===== src/rtl/adc_rd_pkg.sv =====
package adc_rd_pkg;
    typedef enum logic [2:0] {
        ST_IDLE,
        ST_LEAD,
        ST_HIGH,
        ST_LOW,
        ST_FIN
    } rd_state_t;
endpackage


===== src/rtl/adc_rd_tick.sv =====
module adc_rd_tick #(
    parameter int HALF_DIV = 4
) (
    input  logic clk,
    input  logic rst,
    input  logic run,
    output logic tick
);
    generate
        if (HALF_DIV <= 1) begin : g_direct
            assign tick = run;
        end else begin : g_count
            localparam int PW = $clog2(HALF_DIV);
            logic [PW-1:0] ph_q;

            always_ff @(posedge clk) begin
                if (rst || !run) begin
                    ph_q <= '0;
                end else if (ph_q == PW'(HALF_DIV - 1)) begin
                    ph_q <= '0;
                end else begin
                    ph_q <= ph_q + 1'b1;
                end
            end

            assign tick = run && (ph_q == PW'(HALF_DIV - 1));

            // phase counter never leaves its range
            a_r3_phase_in_range: assert property (@(posedge clk) disable iff (rst)
                ph_q <= PW'(HALF_DIV - 1));
            // phase restarts while the clock generator is stopped
            a_r3_phase_idle_zero: assert property (@(posedge clk) disable iff (rst)
                !run |=> ph_q == '0);
        end
    endgenerate
endmodule


===== src/rtl/adc_rd_capture.sv =====
module adc_rd_capture #(
    parameter int DATA_W = 12,
    parameter int CW     = 5
) (
    input  logic              clk,
    input  logic              rst,
    input  logic              clear,
    input  logic              smpl,
    input  logic [CW-1:0]     idx,
    input  logic              din,
    output logic [DATA_W-1:0] word,
    output logic              fault
);
    localparam int NULL_RISE  = 3;
    localparam int FIRST_DATA = NULL_RISE + 1;
    localparam int LAST_DATA  = NULL_RISE + DATA_W;
    localparam int IW         = $clog2(DATA_W);

    logic [CW-1:0] rep_pos;
    logic          in_null;
    logic          in_data;
    logic          in_rep;

    assign rep_pos = idx - CW'(LAST_DATA);
    assign in_null = (idx == CW'(NULL_RISE));
    assign in_data = (idx >= CW'(FIRST_DATA)) && (idx <= CW'(LAST_DATA));
    assign in_rep  = (idx > CW'(LAST_DATA));

    always_ff @(posedge clk) begin
        if (rst || clear) begin
            word  <= '0;
            fault <= 1'b0;
        end else if (smpl) begin
            if (in_null && din) begin
                fault <= 1'b1;
            end
            if (in_data) begin
                word <= {word[DATA_W-2:0], din};
            end
            if (in_rep && (din != word[rep_pos[IW-1:0]])) begin
                fault <= 1'b1;
            end
        end
    end

    // a clear always leaves the fault flag low on the next cycle
    a_r4_clear_drops_fault: assert property (@(posedge clk) disable iff (rst)
        clear |=> !fault);
    // word changes only on a sample or a clear
    a_r5_word_only_on_sample: assert property (@(posedge clk) disable iff (rst)
        !smpl && !clear |=> $stable(word));
endmodule


===== src/rtl/adc_rdout_ctrl.sv =====
module adc_rdout_ctrl
    import adc_rd_pkg::*;
#(
    parameter int DATA_W   = 12,
    parameter int HALF_DIV = 4
) (
    input  logic              clk,
    input  logic              rst,
    input  logic              start,
    input  logic              cmp_mode,
    output logic              busy,
    output logic [DATA_W-1:0] data_out,
    output logic              valid,
    output logic              error,
    output logic              cs_n,
    output logic              dclk,
    input  logic              din
);
    localparam int NULL_RISE = 3;
    localparam int LAST_DATA = NULL_RISE + DATA_W;
    localparam int LAST_REP  = LAST_DATA + DATA_W - 1;
    localparam int CW        = $clog2(LAST_REP + 1);

    rd_state_t         state_q;
    rd_state_t         state_d;
    logic [CW-1:0]     rise_q;
    logic [CW-1:0]     last_rise;
    logic              cmp_q;
    logic              tick;
    logic              run;
    logic              smpl;
    logic              clear;
    logic [DATA_W-1:0] word;
    logic              fault;
    logic              valid_q;
    logic              err_q;
    logic [DATA_W-1:0] data_q;

    assign run       = (state_q != ST_IDLE);
    assign clear     = (state_q == ST_IDLE) && start;
    assign smpl      = tick && ((state_q == ST_LEAD) || (state_q == ST_LOW));
    assign last_rise = cmp_q ? CW'(LAST_REP) : CW'(LAST_DATA);

    adc_rd_tick #(.HALF_DIV(HALF_DIV)) u_tick (
        .clk  (clk),
        .rst  (rst),
        .run  (run),
        .tick (tick)
    );

    adc_rd_capture #(.DATA_W(DATA_W), .CW(CW)) u_cap (
        .clk   (clk),
        .rst   (rst),
        .clear (clear),
        .smpl  (smpl),
        .idx   (rise_q + 1'b1),
        .din   (din),
        .word  (word),
        .fault (fault)
    );

    always_comb begin
        state_d = state_q;
        unique case (state_q)
            ST_IDLE: if (start) state_d = ST_LEAD;
            ST_LEAD: if (tick)  state_d = ST_HIGH;
            ST_HIGH: if (tick)  state_d = (rise_q == last_rise) ? ST_FIN : ST_LOW;
            ST_LOW:  if (tick)  state_d = ST_HIGH;
            ST_FIN:  if (tick)  state_d = ST_IDLE;
            default:            state_d = ST_IDLE;
        endcase
    end

    always_ff @(posedge clk) begin
        if (rst) begin
            state_q <= ST_IDLE;
            rise_q  <= '0;
            cmp_q   <= 1'b0;
            valid_q <= 1'b0;
            err_q   <= 1'b0;
            data_q  <= '0;
        end else begin
            state_q <= state_d;
            valid_q <= 1'b0;
            if (clear) begin
                rise_q <= '0;
                cmp_q  <= cmp_mode;
            end else if (smpl) begin
                rise_q <= rise_q + 1'b1;
            end
            if ((state_q == ST_FIN) && tick) begin
                valid_q <= 1'b1;
                data_q  <= word;
                err_q   <= fault;
            end
        end
    end

    always_comb begin
        cs_n     = (state_q == ST_IDLE) || (state_q == ST_FIN);
        dclk     = (state_q == ST_HIGH);
        busy     = (state_q != ST_IDLE);
        valid    = valid_q;
        error    = err_q;
        data_out = data_q;
    end

    // serial clock only toggles high while the converter is selected
    a_r3_clk_needs_select: assert property (@(posedge clk) disable iff (rst)
        dclk |-> !cs_n);
    // chip select falls only in answer to a start seen while idle
    a_r2_select_from_idle: assert property (@(posedge clk) disable iff (rst)
        $fell(cs_n) |-> $past(start) && !$past(busy));
    // chip select never falls with the serial clock high
    a_r3_lead_low: assert property (@(posedge clk) disable iff (rst)
        $fell(cs_n) |-> !dclk);
    // result strobe only with chip select released and not busy
    a_r8_valid_released: assert property (@(posedge clk) disable iff (rst)
        valid |-> cs_n && !dclk && !busy);
    // result strobe is a single cycle
    a_r8_valid_single: assert property (@(posedge clk) disable iff (rst)
        valid |=> !valid);
    // held result does not move between strobes
    a_r8_result_held: assert property (@(posedge clk) disable iff (rst)
        !valid |-> $stable(data_out) && $stable(error));
    // sample count never passes the compare-mode limit
    a_r6_rise_bound: assert property (@(posedge clk) disable iff (rst)
        rise_q <= CW'(LAST_REP));
endmodule


===== config.mk =====
export PLATFORM = sky130hd
export DESIGN_NAME = adc_rdout_ctrl
export DESIGN_NICKNAME = d
export VERILOG_FILES = /design/src/rtl/adc_rd_pkg.sv /design/src/rtl/adc_rd_tick.sv /design/src/rtl/adc_rd_capture.sv /design/src/rtl/adc_rdout_ctrl.sv
export SDC_FILE = /design/constraint.sdc
export NUM_CORES = 1
export LEC_CHECK = 0
export ABC_AREA = 1
export ABC_CLOCK_PERIOD_IN_PS = 2200
export CORE_MARGIN = 8
export CORE_UTILIZATION = 45
export DETAILED_ROUTE_END_ITERATION = 10
export DONT_BUFFER_PORTS = 1
export GPL_ROUTABILITY_DRIVEN = 1
export PLACE_DENSITY_LB_ADDON = 0.08
export SYNTH_ARGS = -nofsm -noshare
export SYNTH_HDL_FRONTEND = slang
export SYNTH_HIERARCHICAL = 1
export SYNTH_SLANG_ARGS = --single-unit

===== constraint.sdc =====
create_clock -name clk -period 2.2 [get_ports clk]
set_clock_uncertainty 0.1 [all_clocks]
set_input_delay 0.44 -clock clk [delete_from_list [all_inputs] [get_ports clk]]
set_output_delay 0.44 -clock clk [all_outputs]
set_load 0.01 [all_outputs]

---- After elaboration in Yosys (flattened, before gate mapping) ----
Cells that the tools add are included.
Widths: inputs -> output; s select.
operators by class
  magnitude comparators ................... 4
  reduce and logical (&&, ||, !) cells .... 21
  $add $sub $neg .......................... 3
  mux-type cells .......................... 12
  equal/unequal tests ..................... 12
operator list
  operator             number
  $mux 3               5
  $pmux 3 s4           1
  $logic_and 1x1->1    7
  $eq 3x2->1 const B   2
  $reduce_or 2->1      3
  $add 5x1->5 const B  1
  $eq 5x2->1 const B   1
  $eq 5x5->1           1
  $ge 5x3->1 const B   1
  $gt 5x4->1 const B   1
  $le 5x4->1 const B   1
  $lt 4x5->1 const B   1
  $mux 5               1
  $bmux 1 s4           1
  $logic_or 1x1->1     4
  $mux 1               4
  $ne 2x1->1 const B   2
  $ne 2x2->1 const B   2
  $reduce_and 2->1     2
  $reduce_and 4->1     1
  $sub 4x4->4 const B  1
  $eq 3x1->1 const B   1
  $eq 3x3->1 const B   1
  $logic_not 3->1      1
  6 further kinds      6
word-level totals
  output and inout bits ................... 17
  bits in registers ....................... 38
  input port bits ......................... 5
  logic and storage cells ................. 61

---- Longest topological paths before layout ----
Gate-level depths: netlist (run 1).
  depth after elaboration ................. 8
  mapped depth ............................ 14
  gate-level depth less buffers ........... 14

---- Modules after synthesis ----
The synthesis (run 1) kept the hierarchy.
by module, submodules not included
  module          sequential area each (µm²)  area an instance (µm²)  times used  cells each
  adc_rdout_ctrl  460.4                       1046.0                  1           144
  adc_rd_capture  260.2                       772.0                   1           113
  adc_rd_tick     40.0                        88.8                    1           11

---- Worst setup path after synthesis (run 1) ----
Ideal clock, no wire load.
  kind .................................... reg-to-reg
  start ................................... register rise_q[0]
  end ..................................... register u_cap.fault
  path slack .............................. 326 ps
  arrival time ............................ 1643 ps
  period minus slack after synthesis ...... 1874 ps
  stages on the path, launching flop included .. 14
  data required time ...................... 1969 ps
  cells stage by stage .................... dfxtp_1 -> ha_1 -> inv_1 -> ha_1 -> inv_1 -> nand3_1 -> nand3_1 -> nand2_1 -> nand2_1 -> nand3_1 -> nand3_1 -> nand2_1 -> nand2_1 -> a21oi_2
on the way
  word-level cells in the longest chain between the ends .. 8
RTL lines
  item                          RTL line              RTL
  start: declaration            adc_rdout_ctrl.sv:26  logic [CW-1:0] rise_q;
  start signal: assignment      adc_rdout_ctrl.sv:89  rise_q <= rise_q + 1'b1;
  $add 5x1->5 (*)               adc_rdout_ctrl.sv:56  .idx (rise_q + 1'b1),
  $sub 4x4->4                   adc_rd_capture.sv:24  assign rep_pos = idx - CW'(LAST_DATA);
  $bmux 1 s4                    adc_rd_capture.sv:40  if (in_rep && (din != word[rep_pos[IW-1:0]])) begin
  $mux 1 (implied by the code)  adc_rd_capture.sv:40
  $ne 1x1->1                    adc_rd_capture.sv:40
  $logic_and 1x1->1             adc_rd_capture.sv:40
  $reduce_bool 2->1 (no line)   -
  $reduce_and 2->1 (no line)    -
  end signal: assignment        adc_rd_capture.sv:32  fault <= 1'b0;
  end signal: assignment        adc_rd_capture.sv:35  fault <= 1'b1;
  end signal: assignment        adc_rd_capture.sv:41  fault <= 1'b1;
  end: declaration              adc_rd_capture.sv:12  output logic fault
Every way passes the cells marked *; elsewhere a longest branch is shown, timed or not. The select of a mux whose other input is x is not followed.
A chain may end at the register's enable or synchronous reset.

---- Final worst setup path (run 1) ----
  start ................................... register rise_q[1]
  end ..................................... register u_cap.fault
Same word-level chain as after synthesis.

==> metrics.md, run 1 <==
| Metric | Value |
|---|---|
| R2r setup slk | 0.17 ns |
| Yosys warns | 6 |
| Worst hold path class | in -> reg |
| Slew margin rel. | 70.6% |
| Antenna-violating nets left | 0 |
| CTS tree | yes |
| Core Rows | 23 |
| Clock buffer depth | 2 |
| Global route overflow | 0 |
| Place WS | 0.169 ns |
| Via count | 1592 |
| Die X | 81.1 µm |
| Routed length per instance | 12.0 µm |
| Run status | finished, final reports clean |
| Leak Pwr | 0.000842 µW |
| Worst-Margin Slew | 0.440 ns |
| Hold Path End | state_q[2]$_SDFFE_PP0P_ |
| Skew-Pair Late Insertion Delay | 0.29 ns |
| Final setup vio count | 0 |
| Clock-pin slew on the worst setup and hold paths | 0.08 ns |
| Setup TNS | 0 ns |
| Final net count | 280 |
| Vias/cell | 4.94 |
| DIE AREA | 6580 µm² |
| Area growth syn-to-layout | 8.66% |
| Largest net degree at the start of global routing | 28 |
| Die height | 81.1 µm |
| Hold buffer count at CTS | 0 |
| Crit path DAT | 2.11 ns |
| Commonest non-fill, non-tap cells in the layout | nand2_1 (64), inv_1 (42), dfxtp_1 (38) |
| Fmax | 0.492 GHz |
| Port bufs | 0 |
| Syn Inst Count | 268 |
| Avg Cell Area, Syn | 7.12 µm² |
| R2r startpoint | rise_q[1]$_SDFFE_PP0P_ |
| R2R cell count | 12 |
| Drt drc | 0 |
| Starting DRT DRC Count | 71 |
| Register area share after synthesis | 39.9% |
| Synthesized area | 1910 µm² |
| WL final | 3.87 mm |
| First-pass GRT wire length | 6.56 mm |
| Number of H-tree levels | 2 |
| Top-area cell type share of the netlist area | 39.9% |
| Critical Path Start Type | register |
| Synth unique cells | 29 |
| CTS Buf Count | 5 |
| Final WS setup | 0.168 ns |
| Post-synth top area cell | dfxtp_1 |
| GR Util All Layers | 12.4% |
| Yosys reg bits | 38 |
| Ranking of synthesized cells by area | dfxtp_1 (40%), nand2_1 (13%), nand3_1 (8.7%), inv_1 (8.3%), a21oi_1 (8.1%) |
| EDFF count, synth | 0 |
| Synth Flop Type | dfxtp_1 |
| # diodes | 0 |
| Fraction of registers with async set or reset after synthesis | 0% |
| CP max stage cell | ha_2 |
| Final hold violations | 0 |
| Core area | 4030 µm² |
| Critical Path Fanout Max | 5 |
| Crit path cell chain | ha_2, inv_1, ha_1, inv_1, nand3_1, nand3_1, nand2_1, nand3_1, nand3_1, nand2_1, nand2_1, a21oi_2 |
| Hold path depth | 1 |
| Minimum clock period | 2.03 ns |
| RSZ-0062 raised after global routing | no |
| Max Transition Viols Final | 0 |
| Vias in the first global route | 1454 |
| Commonest non-fill, non-tap cell in the layout | nand2_1 |
| Crit path kind | reg -> reg |
| Layout fillers | 427 |
| CP endpoint kind | register |
| Starting density of the core | 47.3% |
| Final HPWL DP | 2.79 mm |
| Final worst-path cycle share | 92.4% |
| Postcts setup bufs | 0 |
| # IOs | 22 |
| Worst path required time | 2.28 ns |
| CTS root buf | clkbuf_8 |
| Initial antenna violation count | 0 |
| Routability cong. | 0.802 |
| HP Start | rst |
| Clock Sinks | 38 |
| Max capacitance violation total | 0 |
| Crit path largest cell delay | 0.40 ns |
| Layout cells sized above 1 | 11.4% |
| CP dominant cell by count | nand3_1 |
| Syn nets | 277 |
| Reg2Reg Capture Point | u_cap/fault$_SDFFE_PP0P_ |
| DR pass1 iterations | 4 |
| Maximum VDD drop | 0.291 mV |
| Pwr dens | 732 nW/µm² |
cells by family after synthesis:
kind of cell | share of synthesized area [%]
buffers and inverters | 12.7
xor gates and xnor gates | 1.38
adders and majority gates | 2.62
AOI/OAI and AO/OA | 13.9
DFF | 39.9
and+or+nand+nor | 29.5
timing repair:
item,CTS,global route
endpoints found under the hold margin,0,0
setup endpoints to repair,0,2
gates resized for setup,0,2
per-layer routing:
layer	vias up	part of all wire, %	GRT usage [%]	routed length [µm]
met5	-	0	0	0
met4	0	1.3	4.29	49
met3	6	6.9	4.30	267
met2	29	41	18.5	1590
met1	697	51	16.2	1960
li1	860	-	-	-
report_power, final:
part           internal, µW  switching, µW  total, µW
combinational          32.9           68.6        101
clock                   454            255        709
sequential              697           9.13        706
sequential cells by signal, summed over array words and instances, names as in the netlist:
register	flops
data_out	12
u_cap/word	12
rise_q	5
state_q	3
u_tick/g_count.ph_q	2
cmp_q	1
error	1
u_cap/fault	1
valid	1
through the flow:
| stage | util [%] | total power, µW | instances | hold slack [ns] | area, µm² |
|---|---|---|---|---|---|
| after floorplan | - | 803 | 268 | 0.296 | 1910 |
| after global placement | 47.8 | 825 | 314 | 0.313 | 1920 |
| after detailed placement | 47.8 | 827 | 314 | 0.319 | 1920 |
| after CTS | 51.2 | 1540 | 322 | 0.0921 | 2060 |
| after global routing | 51.4 | 1580 | 322 | 0.0874 | 2070 |
| final | 51.4 | 1520 | 322 | 0.104 | 2070 |
layout make-up:
class,count,area [µm²],area share (%)
clock buffers,5,68.8,3.32
repair buffers,4,30.0,1.45
multi-input cells,178,915,44.1
clock inverters,3,68.8,3.32
inverters,44,166,8.03
well taps,50,62.6,3.02
flip-flops and latches,38,761,36.7
worst max path at each step:
stage | startpoint | endpoint | slack, ns
floorplan | rise_q[0]$_SDFFE_PP0P_ | u_cap/fault$_SDFFE_PP0P_ | 0.33
global placement | rise_q[1]$_SDFFE_PP0P_ | u_cap/fault$_SDFFE_PP0P_ | 0.15
detailed placement | rise_q[0]$_SDFFE_PP0P_ | u_cap/fault$_SDFFE_PP0P_ | 0.17
CTS | rise_q[0]$_SDFFE_PP0P_ | u_cap/fault$_SDFFE_PP0P_ | 0.16
global route | rise_q[1]$_SDFFE_PP0P_ | u_cap/fault$_SDFFE_PP0P_ | 0.02
finish | rise_q[1]$_SDFFE_PP0P_ | u_cap/fault$_SDFFE_PP0P_ | 0.17
worst max-delay path: cells and delay by family, from the launching register on:
kind / cells / cell delay (ns)
adders and majority gates: 2 / 0.74
and+or+nand+nor: 7 / 0.55
DFF: 1 / 0.35
buffers and inverters: 2 / 0.15
AOI/OAI and AO/OA: 1 / 0.05
Yosys cell counts (2+ instances only):
cell type and instances:
nor2_1 11, inv_1 42, nand3_1 33, nand3_2 3, xor2_1 2, buf_6 4
o21ai_0 14, nand2_2 3, dfxtp_1 38, a21oi_2 3, nand2_1 64, a21oi_1 31
ha_1 4
Note: power is estimated with default switching activity, not from simulation.
==> run 2, diff against run 1 <==
--- a/config.mk
+++ b/config.mk
@@ -17,3 +17,2 @@
 export SYNTH_HDL_FRONTEND = slang
-export SYNTH_HIERARCHICAL = 1
 export SYNTH_SLANG_ARGS = --single-unit
==> constraint.sdc (replaced) <==
create_clock -name clk -period 2.2 [get_ports clk]
set_clock_uncertainty 0.1 [all_clocks]
set_input_delay 0.11 -clock clk [delete_from_list [all_inputs] [get_ports clk]]
set_output_delay 0.11 -clock clk [all_outputs]
set_load 0.01 [all_outputs]
==> run 2 against run 1 <==
Sequential power about the same. Core utilization increased by 0.75 points. Largest power group unchanged. Cell count decreased by 0.62%. Critical path type unchanged.
==> metrics.md, run 2 <==
| Metric | Value |
|---|---|
| Design area | 2100 µm² |
| Die height | 80.8 µm |
| Area growth syn-to-layout | 11.1% |
| Final HPWL DP | 2.95 mm |
| Largest net degree at the start of global routing | 21 |
| Final hold violations | 0 |
| Yosys reg bits | 38 |
| Final net count | 277 |
| Cell internal pwr | 1180 µW |
| Syn Inst Count | 264 |
| Clock buffer depth | 2 |
| Pwr dens | 721 nW/µm² |
| First-pass GRT wire length | 6.82 mm |
| Post-synth top area cell | dfxtp_1 |
| WL final | 3.99 mm |
| CTS tree | yes |
| Final setup vio count | 0 |
| Seq pwr share | 46.4% |
| Core area | 4030 µm² |
| Mux cell area share after synthesis | 0% |
| Most frequent cell after synthesis | nand2_1 |
| Avg Cell Area, Syn | 7.17 µm² |
| Skew-Pair Late Insertion Delay | 0.29 ns |
| Post-synth top cells | nand2_1 (67), dfxtp_1 (38), a21oi_1 (25), inv_1 (25), nand3_1 (25) |
| Commonest non-fill, non-tap cell in the layout | nand2_1 |
| Fraction of registers with async set or reset after synthesis | 0% |
| EDFF count, synth | 0 |
| Starting DRT DRC Count | 86 |
| Setup TNS | 0 ns |
| Via count | 1614 |
| Crit path DAT | 2.07 ns |
| Final worst-path cycle share | 90.1% |
| Vias/cell | 5.04 |
| Clock share of power | 47.1% |
| DR pass1 iterations | 4 |
| Synth Area in XOR/XNOR | 0.463% |
| Area share of fa/ha/maj cells after synthesis | 2.58% |
| Drt drc | 0 |
| Largest family of logic cells by synthesized area | simple AND/OR/NAND/NOR gates |
| Run status | finished, final reports clean |
| Postcts setup bufs | 0 |
| Max capacitance violation total | 0 |
| Clock Sinks | 38 |
| Max Transition Viols Final | 0 |
| Synthesized area | 1890 µm² |
| # IOs | 22 |
| Power after layout | 1520 µW |
| Gr busiest metal | met2 |
| Synth Flop Type | dfxtp_1 |
| Ranking of synthesized cells by area | dfxtp_1 (40%), nand2_1 (13%), a21oi_1 (6.6%), nand3_1 (6.6%), inv_1 (5.0%) |
| Simple-gate share of the synthesized area | 32.1% |
| R2r setup slk | 0.22 ns |
| Port bufs | 0 |
| Worst path required time | 2.29 ns |
| Compound-Gate Fraction of Synth Area | 14.0% |
| Worst hold path class | in -> reg |
| Syn nets | 272 |
| Fmax | 0.505 GHz |
| CTS root buf | clkbuf_8 |
| CP endpoint kind | register |
| P_sw | 333 µW |
| Met1 Resource Use GR | 16.6% |
| Maximum VDD drop | 0.271 mV |
| Routed length per instance | 12.5 µm |
| Register area share after synthesis | 40.2% |
| Commonest non-fill, non-tap cells in the layout | nand2_1 (67), dfxtp_1 (37), inv_1 (25), nand3_1 (25), a21oi_1 (25) |
| Critical Path Start Type | register |
| Slew margin rel. | 58.8% |
| Initial antenna violation count | 0 |
| Met3 Resource Use GR | 4.08% |
| Antenna-violating nets left | 0 |
| Comb pwr share | 6.5% |
| Leak Pwr | 0.000874 µW |
| Synth unique cells | 33 |
| Core Rows | 23 |
| M2 GR Usage | 19.8% |
| Layout cells sized above 1 | 16.3% |
| Top-area cell type share of the netlist area | 40.2% |
| Clock-pin slew on the worst setup and hold paths | 0.08 ns |
| # diodes | 0 |
| Global route overflow | 0 |
| Routability cong. | 0.800 |
| Starting density of the core | 47.0% |
| GR Util All Layers | 13.2% |
| RSZ-0062 raised after global routing | no |
| DIE AREA | 6540 µm² |
| Die X | 80.8 µm |
| CTS Buf Count | 5 |
| Critical Path Fanout Max | 20 |
| Placed instance area | 1930 µm² |
| Switch share | 22.0% |
| Worst-Margin Slew | 0.616 ns |
| Yosys warns | 0 |
| Vias in the first global route | 1480 |
| Number of H-tree levels | 2 |
| Crit path kind | reg -> reg |
| Minimum clock period | 1.98 ns |
run 2: changes by cell type after synthesis, moves of 5 or more:
cell,change
o21ai_1,+10
o21ai_0,-13
nor2_1,+5
inv_1,-17
inv_2,+9
nand3_1,-8
a21oi_1,-6
run 2: final timing paths:
check / endpoint / from / cells after the start
setup / recovery: u_cap.word[8]$_SDFFE_PP0P_ / rise_q[0]$_SDFFE_PP0P_ / 10
hold / removal: cmp_q$_SDFFE_PP0P_ / start / 4
setup reg to reg: u_cap.word[8]$_SDFFE_PP0P_ / rise_q[0]$_SDFFE_PP0P_ / 10
hold reg to reg: u_tick.g_count.ph_q[0]$_SDFF_PP0_ / u_tick.g_count.ph_q[0]$_SDFF_PP0_ / 1
run 2: metal layers:
metal | up-vias | share of wire (%)
met2 | 38 | 43
met5 | - | 0
met1 | 713 | 50
li1 | 859 | -
met4 | 0 | 1.4
met3 | 4 | 6.1
run 2: area by class of cell:
class | instances | area [µm²]
tap | 50 | 62.6
multi-input combinational | 179 | 928
timing repair buffer | 8 | 67.6
clock inverter | 3 | 68.8
sequential | 38 | 762
clock buffer | 5 | 68.8
fill | 432 | 1930
inverter | 37 | 144
run 2: critical path: stages (launching register included):
cell,delay (ns)
dfxtp_2,0.42
inv_4,0.04
ha_1,0.35
nor2_1,0.18
nand3_2,0.11
inv_2,0.06
nand3_1,0.14
nand3b_4,0.24
inv_4,0.07
o21ai_2,0.13
a21oi_2,0.04
run 2: what timing repair did:
item                       4_1_cts  5_1_grt
hold buffers                     3        0
setup endpoints to repair        0        4
hold endpoints to repair        21        0
gates resized for setup          0        1
run 2: cells by family after synthesis:
family / count (synthesis)
xor gates and xnor gates: 1
AOI/OAI and AO/OA: 47
adders and majority gates: 4
and+or+nand+nor: 127
DFF: 38
buffers and inverters: 47
run 2: power by group through the flow:
stage	clock (µW)	sequential, µW	combinational [µW]
after global placement	0	720	90.9
after global routing	758	705	112
after detailed placement	0	720	91.4
final	714	704	98.9
after CTS	729	704	101
after floorplan	0	718	80.2
run 2: metrics by stage:
stage          hold WS [ns]  setup WS (ns)  instances  utilization (%)
6_report             0.0208          0.219        320             52.2
5_1_grt              0.0264        0.00999        320             52.2
4_1_cts             0.00890          0.130        320             52.1
3_5_place_dp         0.0837          0.141        309             48.0
3_3_place_gp         0.0814          0.205        309             48.0
2_1_floorplan         0.184          0.189        264                -
==> run 3, diff against run 2 <==
- CELL_PAD_IN_SITES_DETAIL_PLACEMENT: unset -> 1
- CELL_PAD_IN_SITES_GLOBAL_PLACEMENT: unset -> 2
- CORE_UTILIZATION: 45 -> 35
- GPL_TIMING_DRIVEN: unset -> 0
==> run 3 against run 2 <==
Critical path depth is 2 higher. Clock power is 0.7% lower. Cell count is 7.8% higher. Non-clock buffer count is 5 higher. First-iteration DRC count is 38% lower. Sequential power hardly changed.
==> metrics.md, run 3 (synthesized netlist as in run 2, its figures left out) <==
| Metric | Value |
|---|---|
| Max Transition Viols Final | 0 |
| Final hold violations | 0 |
| Worst hold path class | in -> reg |
| Wire length on met3 | 258 µm |
| CTS root buf | clkbuf_8 |
| Via count | 1649 |
| Routability cong. | 0.733 |
| Die height | 89.5 µm |
| Worst-Margin Slew | 0.528 ns |
| Commonest non-fill, non-tap cells in the layout | nand2_1 (67), dfxtp_1 (37), inv_1 (25), nand3_1 (25), a21oi_1 (25) |
| # diodes | 0 |
| DIE AREA | 8010 µm² |
| Met2 wire length | 2.05 mm |
| Area growth syn-to-layout | 15.0% |
| HP Start | din |
| Leak Pwr | 0.000888 µW |
| Max capacitance violation total | 0 |
| Layout cells sized above 1 | 17.5% |
| Slew margin rel. | 64.5% |
| R2r startpoint | rise_q[0]$_SDFFE_PP0P_ |
| CP endpoint kind | register |
| RSZ-0062 raised after global routing | no |
| Final worst-path cycle share | 87.6% |
| Routed length per instance | 13.4 µm |
| Crit path DAT | 2.02 ns |
| Die X | 89.5 µm |
| Final HPWL DP | 3.63 mm |
| Highest Signal Layer | met4 |
| # IOs | 22 |
| Largest net degree at the start of global routing | 14 |
| Critical Path Fanout Max | 10 |
| Port bufs | 0 |
| DR pass1 iterations | 4 |
| Pwr dens | 695 nW/µm² |
| WHS | 0.0250 ns |
| GR Util All Layers | 12.8% |
| Final setup vio count | 0 |
| Skew-Pair Late Insertion Delay | 0.29 ns |
| Commonest non-fill, non-tap cell in the layout | nand2_1 |
| Maximum VDD drop | 0.355 mV |
| Starting DRT DRC Count | 53 |
| Fmax | 0.519 GHz |
| Vias in the first global route | 1688 |
| Clock-pin slew on the worst setup and hold paths | 0.08 ns |
| First-pass GRT wire length | 7.94 mm |
| WL final | 4.63 mm |
| Final net count | 282 |
| Core area | 5170 µm² |
| Critical Path Start Type | register |
| Setup TNS | 0 ns |
| Antenna-violating nets left | 0 |
| Number of H-tree levels | 2 |
| Starting density of the core | 36.6% |
| Met1 WL | 2.25 mm |
| CTS tree | yes |
| CTS Buf Count | 5 |
| Drt drc | 0 |
| CP Launch Point | rise_q[0]$_SDFFE_PP0P_ |
| Crit path kind | reg -> reg |
| Worst path required time | 2.29 ns |
| Vias/cell | 4.78 |
| Minimum clock period | 1.93 ns |
| Run status | finished, final reports clean |
| Core Rows | 26 |
| Global route overflow | 0 |
| Initial antenna violation count | 0 |
| Clock Sinks | 38 |
| Clock buffer depth | 2 |
-- run 3: where the power goes --
group	switching, µW	total (µW)	internal, µW
clock network	255	709	454
logic	69.0	99.5	30.6
registers	6.63	703	696
-- run 3: metal layers --
metal	global-route usage, %	up-vias
met5	0	-
met4	5.44	0
met3	3.22	4
met2	20.3	28
met1	16.0	750
li1	-	867
-- run 3: layout make-up --
class / count / area, µm²
fill: 661 / 3000
multi-input combinational: 179 / 948
sequential: 38 / 764
inverter: 37 / 144
tap: 70 / 87.6
clock buffer: 5 / 68.8
clock inverter: 3 / 68.8
buffer: 10 / 66.3
timing repair buffer: 3 / 27.5
-- run 3: path summary, 6_finish.rpt --
path / depth (start not counted) / to / slack, ns
worst max-delay path: 12 / u_cap.word[8]$_SDFFE_PP0P_ / 0.27
worst min-delay path: 4 / u_cap.fault$_SDFFE_PP0P_ / 0.03
worst max register to register: 12 / u_cap.word[8]$_SDFFE_PP0P_ / 0.27
worst min register to register: 1 / u_tick.g_count.ph_q[0]$_SDFF_PP0_ / 0.34
-- run 3: worst max-delay path, stage by stage (launching register included) --
cell	delay, ns
dfxtp_4	0.35
buf_8	0.14
inv_4	0.10
ha_4	0.24
nor2_4	0.11
nand3_2	0.10
inv_2	0.06
nand3_1	0.14
nand3b_4	0.12
buf_6	0.16
inv_4	0.06
o21ai_2	0.11
a21oi_2	0.04
-- run 3: metrics by stage --
stage | cells | util, % | cell area [µm²] | setup slack (ns) | total power, µW
floorplan | 264 | - | 1890 | 0.189 | 799
global placement | 334 | 38.3 | 1980 | -0.210 | 817
detailed placement | 334 | 38.3 | 1980 | -0.196 | 819
CTS | 344 | 41.5 | 2150 | 0.0327 | 1530
global route | 345 | 42.1 | 2180 | 0.0564 | 1570
finish | 345 | 42.1 | 2180 | 0.274 | 1510
-- run 3: what timing repair did --
| item | in CTS | in global routing |
|---|---|---|
| resized for setup | 4 | 4 |
| hold endpoints to repair | 2 | 0 |
| hold buffers | 2 | 0 |
| cloned | 0 | 0 |
| setup buffers | 0 | 1 |
| endpoints found under the setup margin | 13 | 12 |
